<file path="src/rtl/dma_sched_pkg.sv">
package dma_sched_pkg;
   typedef enum logic [1:0] {
      BUS_CORE   = 2'd0,
      BUS_PERIPH = 2'd1,
      BUS_EXT    = 2'd2,
      BUS_RSVD   = 2'd3
   } bus_kind_e;

   typedef enum logic [1:0] {
      ELEM_8    = 2'd0,
      ELEM_16   = 2'd1,
      ELEM_32   = 2'd2,
      ELEM_RSVD = 2'd3
   } elem_size_e;
endpackage

</file>
<file path="src/rtl/dma_rate_sel.sv">
module dma_rate_sel
   import dma_sched_pkg::*;
#(
   parameter int FAST_GAP = 1,
   parameter int SLOW_GAP = 2,
   parameter int GAP_W    = 2
) (
   input  bus_kind_e        src_kind,
   input  bus_kind_e        dst_kind,
   output logic             slow,
   output logic [GAP_W-1:0] interval
);
   logic periph_end;
   logic shared_bus;

   // A reserved code is paced like a peripheral, which is the safe choice.
   assign periph_end = (src_kind == BUS_PERIPH) || (dst_kind == BUS_PERIPH) ||
                       (src_kind == BUS_RSVD)   || (dst_kind == BUS_RSVD);
   assign shared_bus = (src_kind == dst_kind);
   assign slow       = periph_end || shared_bus;

   generate
      if (FAST_GAP == SLOW_GAP) begin : g_uniform
         assign interval = GAP_W'(FAST_GAP);
      end else begin : g_split
         assign interval = slow ? GAP_W'(SLOW_GAP) : GAP_W'(FAST_GAP);
      end
   endgenerate
endmodule

</file>
<file path="src/rtl/dma_gap_timer.sv">
module dma_gap_timer #(
   parameter int GAP_W = 2
) (
   input  logic             clk,
   input  logic             rst_n,
   input  logic             load,
   input  logic             step,
   input  logic [GAP_W-1:0] interval,
   output logic             ready
);
   logic [GAP_W-1:0] wait_q;

   always_ff @(posedge clk) begin
      if (!rst_n) begin
         wait_q <= '0;
      end else if (load) begin
         wait_q <= '0;
      end else if (step) begin
         wait_q <= interval - GAP_W'(1);
      end else if (wait_q != '0) begin
         wait_q <= wait_q - GAP_W'(1);
      end
   end

   assign ready = (wait_q == '0);
endmodule

</file>
<file path="src/rtl/dma_beat_track.sv">
module dma_beat_track #(
   parameter int CNT_W = 8
) (
   input  logic             clk,
   input  logic             rst_n,
   input  logic             load,
   input  logic [CNT_W-1:0] count,
   input  logic             wide_in,
   input  logic             step,
   output logic             left_zero,
   output logic             last_beat,
   output logic             hi,
   output logic             wide
);
   localparam int LEFT_W = CNT_W + 1;

   logic [LEFT_W-1:0] left_q;
   logic              hi_q;
   logic              wide_q;
   logic [LEFT_W-1:0] total;

   assign total = wide_in ? {count, 1'b0} : {1'b0, count};

   always_ff @(posedge clk) begin
      if (!rst_n) begin
         left_q <= '0;
         hi_q   <= 1'b0;
         wide_q <= 1'b0;
      end else if (load) begin
         left_q <= total;
         hi_q   <= 1'b0;
         wide_q <= wide_in;
      end else if (step) begin
         left_q <= left_q - LEFT_W'(1);
         if (wide_q) begin
            hi_q <= ~hi_q;
         end
      end
   end

   assign left_zero = (left_q == '0);
   assign last_beat = (left_q == LEFT_W'(1));
   assign hi        = hi_q;
   assign wide      = wide_q;
endmodule

</file>
<file path="src/rtl/dma_wr_stage.sv">
module dma_wr_stage #(
   parameter int BUS_W  = 16,
   parameter int LANE_W = 8
) (
   input  logic             clk,
   input  logic             rst_n,
   input  logic             rd_beat,
   input  logic             rd_last,
   input  logic             byte_mode,
   input  logic [BUS_W-1:0] rd_data,
   output logic             wr_beat,
   output logic [BUS_W-1:0] wr_data,
   output logic             wr_last
);
   logic [BUS_W-1:0] lane_word;

   assign lane_word = byte_mode ? {{(BUS_W-LANE_W){1'b0}}, rd_data[LANE_W-1:0]} : rd_data;

   always_ff @(posedge clk) begin
      if (!rst_n) begin
         wr_beat <= 1'b0;
         wr_last <= 1'b0;
         wr_data <= '0;
      end else begin
         wr_beat <= rd_beat;
         wr_last <= rd_beat & rd_last;
         if (rd_beat) begin
            wr_data <= lane_word;
         end
      end
   end
endmodule

</file>
<file path="src/rtl/dma_beat_sched.sv">
module dma_beat_sched
   import dma_sched_pkg::*;
#(
   parameter int CNT_W    = 8,
   parameter int BUS_W    = 16,
   parameter int FAST_GAP = 1,
   parameter int SLOW_GAP = 2
) (
   input  logic             clk,
   input  logic             rst_n,
   input  logic             start,
   input  logic [1:0]       src_bus,
   input  logic [1:0]       dst_bus,
   input  logic [1:0]       elem_size,
   input  logic [CNT_W-1:0] elem_count,
   input  logic [BUS_W-1:0] rd_data,
   output logic             rd_beat,
   output logic             beat_hi,
   output logic             wr_beat,
   output logic [BUS_W-1:0] wr_data,
   output logic             busy,
   output logic             done
);
   localparam int GAP_W  = $clog2(SLOW_GAP + 1);
   localparam int LANE_W = 8;

   generate
      if (BUS_W < 2 * LANE_W || (BUS_W % LANE_W) != 0) begin : g_bad_bus
         $error("BUS_W must be a multiple of 8 and at least 16");
      end
      if (FAST_GAP < 1 || SLOW_GAP < FAST_GAP) begin : g_bad_gap
         $error("need 1 <= FAST_GAP <= SLOW_GAP");
      end
      if (CNT_W < 1) begin : g_bad_cnt
         $error("CNT_W must be positive");
      end
   endgenerate

   logic             busy_q;
   logic             done_q;
   logic             slow_q;
   logic             byte_q;
   logic [GAP_W-1:0] ivl_q;

   logic             slow_sel;
   logic [GAP_W-1:0] ivl_sel;
   logic             accept;
   logic             zero_len;
   logic             load;
   logic             gap_ready;
   logic             left_zero;
   logic             last_beat;
   logic             hi_beat;
   logic             wide_q;
   logic             wr_last;

   assign accept   = start & ~busy_q;
   assign zero_len = (elem_count == '0);
   assign load     = accept & ~zero_len;

   dma_rate_sel #(
      .FAST_GAP (FAST_GAP),
      .SLOW_GAP (SLOW_GAP),
      .GAP_W    (GAP_W)
   ) i_rate (
      .src_kind (bus_kind_e'(src_bus)),
      .dst_kind (bus_kind_e'(dst_bus)),
      .slow     (slow_sel),
      .interval (ivl_sel)
   );

   always_ff @(posedge clk) begin
      if (!rst_n) begin
         slow_q <= 1'b0;
         byte_q <= 1'b0;
         ivl_q  <= GAP_W'(FAST_GAP);
      end else if (load) begin
         slow_q <= slow_sel;
         byte_q <= (elem_size_e'(elem_size) == ELEM_8);
         ivl_q  <= ivl_sel;
      end
   end

   dma_gap_timer #(
      .GAP_W (GAP_W)
   ) i_gap (
      .clk      (clk),
      .rst_n    (rst_n),
      .load     (load),
      .step     (rd_beat),
      .interval (ivl_q),
      .ready    (gap_ready)
   );

   dma_beat_track #(
      .CNT_W (CNT_W)
   ) i_track (
      .clk       (clk),
      .rst_n     (rst_n),
      .load      (load),
      .count     (elem_count),
      .wide_in   (elem_size_e'(elem_size) == ELEM_32),
      .step      (rd_beat),
      .left_zero (left_zero),
      .last_beat (last_beat),
      .hi        (hi_beat),
      .wide      (wide_q)
   );

   assign rd_beat = busy_q & ~left_zero & gap_ready;
   assign beat_hi = rd_beat & hi_beat;

   dma_wr_stage #(
      .BUS_W  (BUS_W),
      .LANE_W (LANE_W)
   ) i_wr (
      .clk       (clk),
      .rst_n     (rst_n),
      .rd_beat   (rd_beat),
      .rd_last   (last_beat),
      .byte_mode (byte_q),
      .rd_data   (rd_data),
      .wr_beat   (wr_beat),
      .wr_data   (wr_data),
      .wr_last   (wr_last)
   );

   always_ff @(posedge clk) begin
      if (!rst_n) begin
         busy_q <= 1'b0;
         done_q <= 1'b0;
      end else begin
         done_q <= wr_last | (accept & zero_len);
         if (wr_last) begin
            busy_q <= 1'b0;
         end else if (load) begin
            busy_q <= 1'b1;
         end
      end
   end

   assign busy = busy_q;
   assign done = done_q;
endmodule

</file>
<file path="config.mk">
export PLATFORM = sky130hd
export DESIGN_NAME = dma_beat_sched
export DESIGN_NICKNAME = d
export VERILOG_FILES = /design/src/rtl/dma_sched_pkg.sv /design/src/rtl/dma_rate_sel.sv /design/src/rtl/dma_gap_timer.sv /design/src/rtl/dma_beat_track.sv /design/src/rtl/dma_wr_stage.sv /design/src/rtl/dma_beat_sched.sv
export SDC_FILE = /design/constraint.sdc
export NUM_CORES = 1
export LEC_CHECK = 0
export BUFFER_PORTS_ARGS = -buffer_cell sky130_fd_sc_hd__buf_2
export CAP_MARGIN = 15
export CORE_MARGIN = 5
export CORE_UTILIZATION = 55
export DETAILED_ROUTE_END_ITERATION = 10
export GPL_ROUTABILITY_DRIVEN = 0
export PLACE_DENSITY_LB_ADDON = 0.25
export SLEW_MARGIN = 20
export SYNTH_ARGS = -nofsm -noshare
export SYNTH_HDL_FRONTEND = slang
export SYNTH_SLANG_ARGS = --single-unit
</file>
<file path="constraint.sdc">
create_clock -name clk -period 3.2 [get_ports clk]
set_input_delay 0.32 -clock clk [delete_from_list [all_inputs] [get_ports clk]]
set_output_delay 0.32 -clock clk [all_outputs]
set_load 0.03 [all_outputs]
</file>
# Word level (Yosys, flattened, before mapping)
# Index checks and enable logic that the tools add are counted.
classes:
  n_reduce_logical: 14
  bitwise: 13
  addsub: 3
  mux: 7
  n_eq_ne: 7
ops:
  columns: ["operator", "n"]
  rows:
  - ["2-to-1 mux 9 bit", 3]
  - ["2-to-1 mux 16 bit", 1]
  - ["equality test 9 x 1 -> 1 bit, second input constant", 1]
  - ["zero test 9 bit", 1]
  - ["subtractor 9 x 1 -> 9 bit, second input constant", 1]
  - ["zero test 8 bit", 1]
  - ["bitwise AND 1 bit", 7]
  - ["equality test 2 bit, second input constant", 3]
  - ["2-to-1 mux 2 bit", 3]
  - ["nonzero test 2 bit", 3]
  - ["NOT 1 bit", 5]
  - ["equality test 2 x 1 -> 1 bit, second input constant", 2]
  - ["zero test 2 bit", 2]
  - ["logical OR 1 bit", 4]
  - ["OR reduction 2 bit", 2]
  - ["subtractor 2 x 1 -> 2 bit, second input constant", 2]
  - ["equality test 2 bit", 1]
  - ["AND reduction 2 bit", 1]
  - ["bitwise OR 1 bit", 1]
word_totals:
  inputBits: 33
  word_cells: 55
  regBits: 36
  output_inout_bits: 21

# Depth between registers and ports, before layout
# Gate-level depths: netlist of the first run.
logic_depth:
  depth_word: 6
  mapped_depth: 8
  depth_no_buf: 7

# Hierarchy
# A second synthesis of the first run with hierarchy kept.
hier_totals:
  cells_unflattened: 193
  area_unflattened_um2: 1816.7
by_module_without_submodules:
  columns: ["module", "cells_per_inst", "area_per_inst_um2", "seq_area_each_um2", "instances"]
  rows:
  - ["dma_beat_track", 82, 713.2, 220.2, 1]
  - ["dma_wr_stage", 66, 685.7, 360.3, 1]
  - ["dma_beat_sched", 27, 267.8, 100.1, 1]
  - ["dma_gap_timer", 11, 101.3, 40.0, 1]
  - ["dma_rate_sel", 7, 48.8, 0.0, 1]

# Least setup slack after synthesis of the first run
# OpenSTA, ideal clock, no wires.
synth_timing:
  kind: "register -> output"
  from: "register i_track.left_q[0]"
  to: "output beat_hi"
  path_stages_with_launch: 8
  arrival_time_ns: 1.800
  n_path_buf: 1
  required_time_ns: 2.880
  setup_slack_ns: 1.080
  cell_sequence: "dfxtp_1 > inv_1 > ha_1 > or3b_4 > o31ai_4 > inv_2 > buf_2 > and2_1"
synth_between:
  elab_chain_cells: 5
synth_lines:
  columns: ["element", "line", "source"]
  rows:
  - ["from (decl)", "dma_beat_track.sv:17", "logic [LEFT_W-1:0] left_q;"]
  - ["from (signal assigned)", "dma_beat_track.sv:30", "left_q <= total;"]
  - ["from (signal assigned)", "dma_beat_track.sv:34", "left_q <= left_q - LEFT_W'(1);"]
  - ["zero test 9 bit", "dma_beat_track.sv:41", "assign left_zero = (left_q == '0);"]
  - ["NOT 1 bit", "dma_beat_sched.sv:110", "assign rd_beat = busy_q & ~left_zero & gap_ready;"]
  - ["bitwise AND 1 bit (2 in a row)", "dma_beat_sched.sv:110", null]
  - ["via rd_beat", "dma_beat_sched.sv:17", "output logic rd_beat,"]
  - ["bitwise AND 1 bit", "dma_beat_sched.sv:111", "assign beat_hi = rd_beat & hi_beat;"]
  - ["to (decl)", "dma_beat_sched.sv:18", "output logic beat_hi,"]
# The timed path passes the listed nets, and every way through them passes these cells.

# Final worst setup path of the first run
layout_timing:
  from: "register i_track.left_q[0]"
  to: "output beat_hi"
layout_between:
  elab_chain_cells: 5
layout_lines:
  columns: ["element", "line"]
  rows:
  - ["zero test 9 bit", "dma_beat_track.sv:41"]
  - ["NOT 1 bit", "dma_beat_sched.sv:110"]
  - ["bitwise AND 1 bit (2 in a row)", "dma_beat_sched.sv:110"]
  - ["bitwise AND 1 bit", "dma_beat_sched.sv:111"]
# No other way between the ends.

==> results.toml, run 1 <==
[sta]
period_minus_slack_ns = 2.573
slew_headroom = 0.6292
post-route-period-util = 0.8042
tightest_slew_ns = 0.5520
max_freq_mhz = 388.6
drv_slew = 0
skew_ns = 0.008312
rsz0062_at_grt = "no"
hold_ws_ns = 0.2080
finalHoldViolCount = 0
finalSetupTns_ns = 0
setup_violations = 0

[floorplanning]
die_w_um = 67.48
start_util = 0.5855
io_pins = 54
design.core.area_sq_mm = 0.003103
fp.dieH_um = 67.48
die_area_sq_mm = 0.004553
rows = 20

[route]
drtPass1Iterations = 4
wire_per_inst_um = 13.39
first_iter_violations = 136
drc = 0
final_antenna_net_count = 0
finalWirelength_mm = 3.949
viasPerCell = 5.369
via_count = 1584

[synth]
synthArstFlopShare = 0
yosys_warnings = 0
syn-num-nets = 236
synth_fa_ha_area_frac = 0.02066
avgSynthCellArea_sq_um = 9.084
yosys.area.top_type = "dfxtp_1"
ys_types = 51
synthTopCellsByArea = "dfxtp_1 40%, nand2_1 6.6%, a21boi_1 4.1%, nand3b_1 3.3%, mux2_2 3.1%"
synth-simple-area-share = 0.2514
synth.top_cell.area_share = 0.3967
synth_compound_area_frac = 0.2156
synthFlopType = "dfxtp_1"
yosys_register_bits = 36
syn-cell-area_sq_mm = 0.001817
ys_seq_area_frac = 0.3967
synth_mux_area_frac = 0.04201
synth_top_family_by_area = "simple AND/OR/NAND/NOR gates"
synth-xor-area-share = 0.01928
synth_edf_count = 0
synthCells = 200

[worst_setup_path]
path_class = "reg -> out"
arrival_ns = 2.25
end_kind = "primary output"
cp.required_ns = 2.88
cp_max_fo = 23
worst_setup_path_start_kind = "register"

[finish]
diodes = 0
final_common_cell = "buf_2"
layout_common_cells = "53 x buf_2, 36 x dfxtp_1, 32 x nand2_1"
drive_above_1_share = 0.3028
nFillCells = 272
synthToLayoutAreaGrowth_pct = 17.84
multiInputGateArea_sq_um = 997.2
nets = 286
register_area_sq_um = 720.7
finalCoreUtilization = 0.6899
layoutNonFillerInstCount = 295

[pwr]
leakagePower_uw = 0.0008898
power_density_mw_per_mm2 = 513.3
power_uw = 1099
ir_drop_uv = 448.2

[clock_network]
cts_max_path_buffers = 2
post_cts_buffers = 0
root_buffer = "clkbuf_4"
clock_sinks = 36
htreeDepth = 2
cts_hold_buffers = 0
cts_tree = "yes"
clock_latency_ns = 0.34
cts_resized = 0
cts_buffers = 5
clk_pin_slew_ns = 0.11

[run_status]
status = "completed"

[place]
dp.cells = 287
port_buffers = 53
dpl.hpwl_mm = 2.946

[global_route]
grt_usage = 0.1824
first_global_vias = 1412
antenna_found_initial = 0
grt_start_max_net_pins = 33
grt_pass1_wl_mm = 6.292
grt-ovfl-total = 0

[run]
drv_cap = 0

[min_path]
hold_path_class = "in -> reg"
-- Yosys cell counts, types with 3 or more instances --
master	number
buf_2	3
and2_1	4
inv_1	4
o21ai_0	10
or3_1	4
mux2_2	5
a21boi_0	7
a21oi_1	4
nor2_1	10
nand3b_1	8
nand2_1	32
a21boi_1	10
a31oi_1	5
nand2b_1	3
dfxtp_1	36
clkbuf_1	4
ha_1	3
nor3_1	4
xnor2_1	4
-- cell type report --
cell class	instances	share of cell area
clock buffer	6	0.01929
clock inverter	2	0.01636
inverter	5	0.008767
multi-input combinational	148	0.4658
sequential	36	0.3366
tap	44	0.02572
timing repair buffer	54	0.1274
-- state kept, by name, summed over array words and instances, names as in the netlist, 2 cells and up --
signal	flops
i_track.left_q	9
i_gap.wait_q	2
ivl_q	2
i_wr.wr_data	16
-- kinds of logic (layout without fill, tap and decap cells) --
group | after synthesis | after routing
buffers and inverters | 16 | 67
DFF | 36 | 36
xor gates and xnor gates | 4 | 4
and+or+nand+nor | 84 | 84
adders and majority gates | 3 | 3
muxes | 7 | 7
AOI/OAI and AO/OA | 50 | 50
-- worst paths after layout --
path | startpoint | slack, ns | cells after the start | to
max | i_track.left_q[0] | 0.63 | 7 | beat_hi
min | rd_data[7] | 0.21 | 3 | i_wr.wr_data[7]
max reg2reg | i_track.left_q[0] | 1.16 | 7 | i_track.left_q[7]
min reg2reg | i_wr.wr_last | 0.43 | 1 | busy
-- stage by stage --
step | worst slack (ns) | cell area [sq um]
final | 0.6266 | 2141
after global routing | 0.5126 | 2141
after CTS | 0.6162 | 2141
after detailed placement | 1.001 | 2064
after global placement | 1.055 | 2064
after floorplan | 1.080 | 1817
-- routing by layer --
metal / global-route usage / up-vias / part of all wire
met2: 0.2892 / 48 / 0.46
met1: 0.2378 / 722 / 0.45
li1: - / 807 / -
met5: 0 / - / 0
met4: 0.07595 / 0 / 0.014
met3: 0.03993 / 7 / 0.069
-- report_power, final --
part           switching (uW)  internal [uW]
logic                     171            107
registers                25.8            482
clock network             149            164
-- worst max-delay path, stage by stage (launching register included) --
cell,delay (ns)
dfxtp_1,0.36
inv_1,0.10
ha_1,0.18
or3b_4,0.42
o31ai_4,0.27
inv_2,0.21
and2_1,0.21
buf_2,0.17
(Power assumes the default switching activity.)
==> run 2: changes to the inputs <==
Settings changed: CORE_UTILIZATION 55 to 51.
Clock period 3.2 ns to 2.4 ns, I/O delays scaled along.
==> run 2 against run 1 <==
Final cell count increased by 3.4%. Die area increased by 6.7%. Combinational power increased by 47%. Sequential share of layout area decreased by 1.1 points. Critical path depth unchanged. Worst setup slack got worse by 0.56 ns. Sequential power increased by 34%. Utilization decreased by 3.4 points. Register-to-register slack got worse by 0.84 ns. Via count increased by 3.1%. Design area increased by 3.9%. Power increased by 37%.
==> results.toml, run 2 (synthesis results as in run 1) <==
[clock_network]
clk_pin_slew_ns = 0.11
clock_latency_ns = 0.34
cts_hold_buffers = 0
clock_sinks = 36
root_buffer = "clkbuf_4"
cts_buffers = 5
cts_tree = "yes"
cts_max_path_buffers = 2
htreeDepth = 2

[worst_setup_path]
end_kind = "primary output"
critPathLaunch = "i_track.left_q[0]"
cp_max_fo = 5
r2r-start = "i_track.left_q[0]"
arrival_ns = 2.09
cp.required_ns = 2.16
path_class = "reg -> out"
worst_setup_path_start_kind = "register"

[min_path]
hold_path_class = "in -> reg"
hp-start = "rd_data[7]"

[finish]
largestRegisters = "i_wr.wr_data (16), i_track.left_q (9)"
largest_reg_flops = 16
drive_above_1_share = 0.3359
nFillCells = 292
final_area_sq_mm = 0.002225
diodes = 0
nets = 294
regMostFlops = "i_wr.wr_data"
synthToLayoutAreaGrowth_pct = 22.45
final_common_cell = "buf_2"
layout_common_cells = "52 x buf_2, 35 x dfxtp_1, 32 x nand2_1"

[floorplanning]
fp.dieH_um = 69.69
io_pins = 54
rows = 21
start_util = 0.5360
die_w_um = 69.69
die_area_sq_mm = 0.004856
design.core.area_sq_mm = 0.003390

[route]
drtPass1Iterations = 4
viasPerCell = 5.354
first_iter_violations = 101
finalWirelength_mm = 4.189
drc = 0
via_count = 1633
wire_per_inst_um = 13.73
final_antenna_net_count = 0

[place]
pre_cts_slack_ns = 0.2841
port_buffers = 53
place_area_sq_mm = 0.002082
dpl.hpwl_mm = 2.978

[pwr]
ir_drop_uv = 423.1
leakagePower_uw = 0.0009382
power_density_mw_per_mm2 = 675.3

[run]
drv_cap = 0

[sta]
skew_ns = 0.008277
slew_headroom = 0.6689
tightest_slew_ns = 0.4955
drv_slew = 0
setup_violations = 0
finalSetupTns_ns = 0
period_minus_slack_ns = 2.332
max_freq_mhz = 428.7
timing.final.ws_setup_ns = 0.06757
finalHoldViolCount = 0
post-route-period-util = 0.9718

[run_status]
status = "completed"

[global_route]
grt-ovfl-total = 0
first_global_vias = 1486
grt_pass1_wl_mm = 7.058
antenna_found_initial = 0
grt_start_max_net_pins = 33
grt_usage = 0.1751
run 2: worst max-delay path: stages, from the launching register on:
cell	delay, ns
dfxtp_4	0.37
inv_1	0.08
ha_2	0.17
or3b_4	0.40
o31ai_4	0.19
bufinv_8	0.22
and2_1	0.15
buf_4	0.16
run 2: power by group:
part	leakage (uW)	internal (uW)	switching [uW]	total, uW
Clock	0.0000422	218	198	416
Combinational	0.000600	171	237	408
Sequential	0.000295	644	35.1	679
run 2: per-layer routing:
layer	global-route usage	wire, um	vias up
met4	0.04468	38	0
met3	0.05942	377	4
met2	0.2606	1863	62
met1	0.2423	1909	739
li1	-	-	828
met5	0	0	-
run 2: final cells by class:
| type | count | area (sq um) | area share |
|---|---|---|---|
| inverters | 5 | 32.53 | 0.01462 |
| flip-flops and latches | 36 | 724.4 | 0.3256 |
| clock inverters | 2 | 35.03 | 0.01575 |
| well taps | 46 | 57.56 | 0.02587 |
| clock buffers | 6 | 41.29 | 0.01856 |
| repair buffers | 61 | 327.8 | 0.1474 |
| multi-input cells | 148 | 999.7 | 0.4494 |
| repair inverters | 1 | 6.256 | 0.002812 |
run 2: path summary, 6_finish.rpt:
path                  endpoint  depth (start not counted)  slack (ns)
min            i_wr.wr_data[7]                          3        0.13
max                    beat_hi                          7        0.07
min reg2reg               busy                          1        0.44
max reg2reg  i_track.left_q[7]                          8        0.32
run 2: per-stage QoR:
stage / utilization / cells / hold slack [ns] / power (uW)
final: 0.6563 / 305 / 0.1280 / 1502
after global routing: 0.6563 / 305 / 0.1189 / 1583
after CTS: 0.6449 / 301 / 0.1184 / 1499
after detailed placement: 0.6142 / 291 / 0.4356 / 1067
after global placement: 0.6142 / 291 / 0.4181 / 1063
after floorplan: - / 200 / 0.3749 / 976.9
run 2: repair_timing:
action                     4_1_cts  5_1_grt
gates resized for setup          2        6
pin swaps                        1        1
setup endpoints to repair        1        1
cloned                           1        0
setup buffers                    1        4
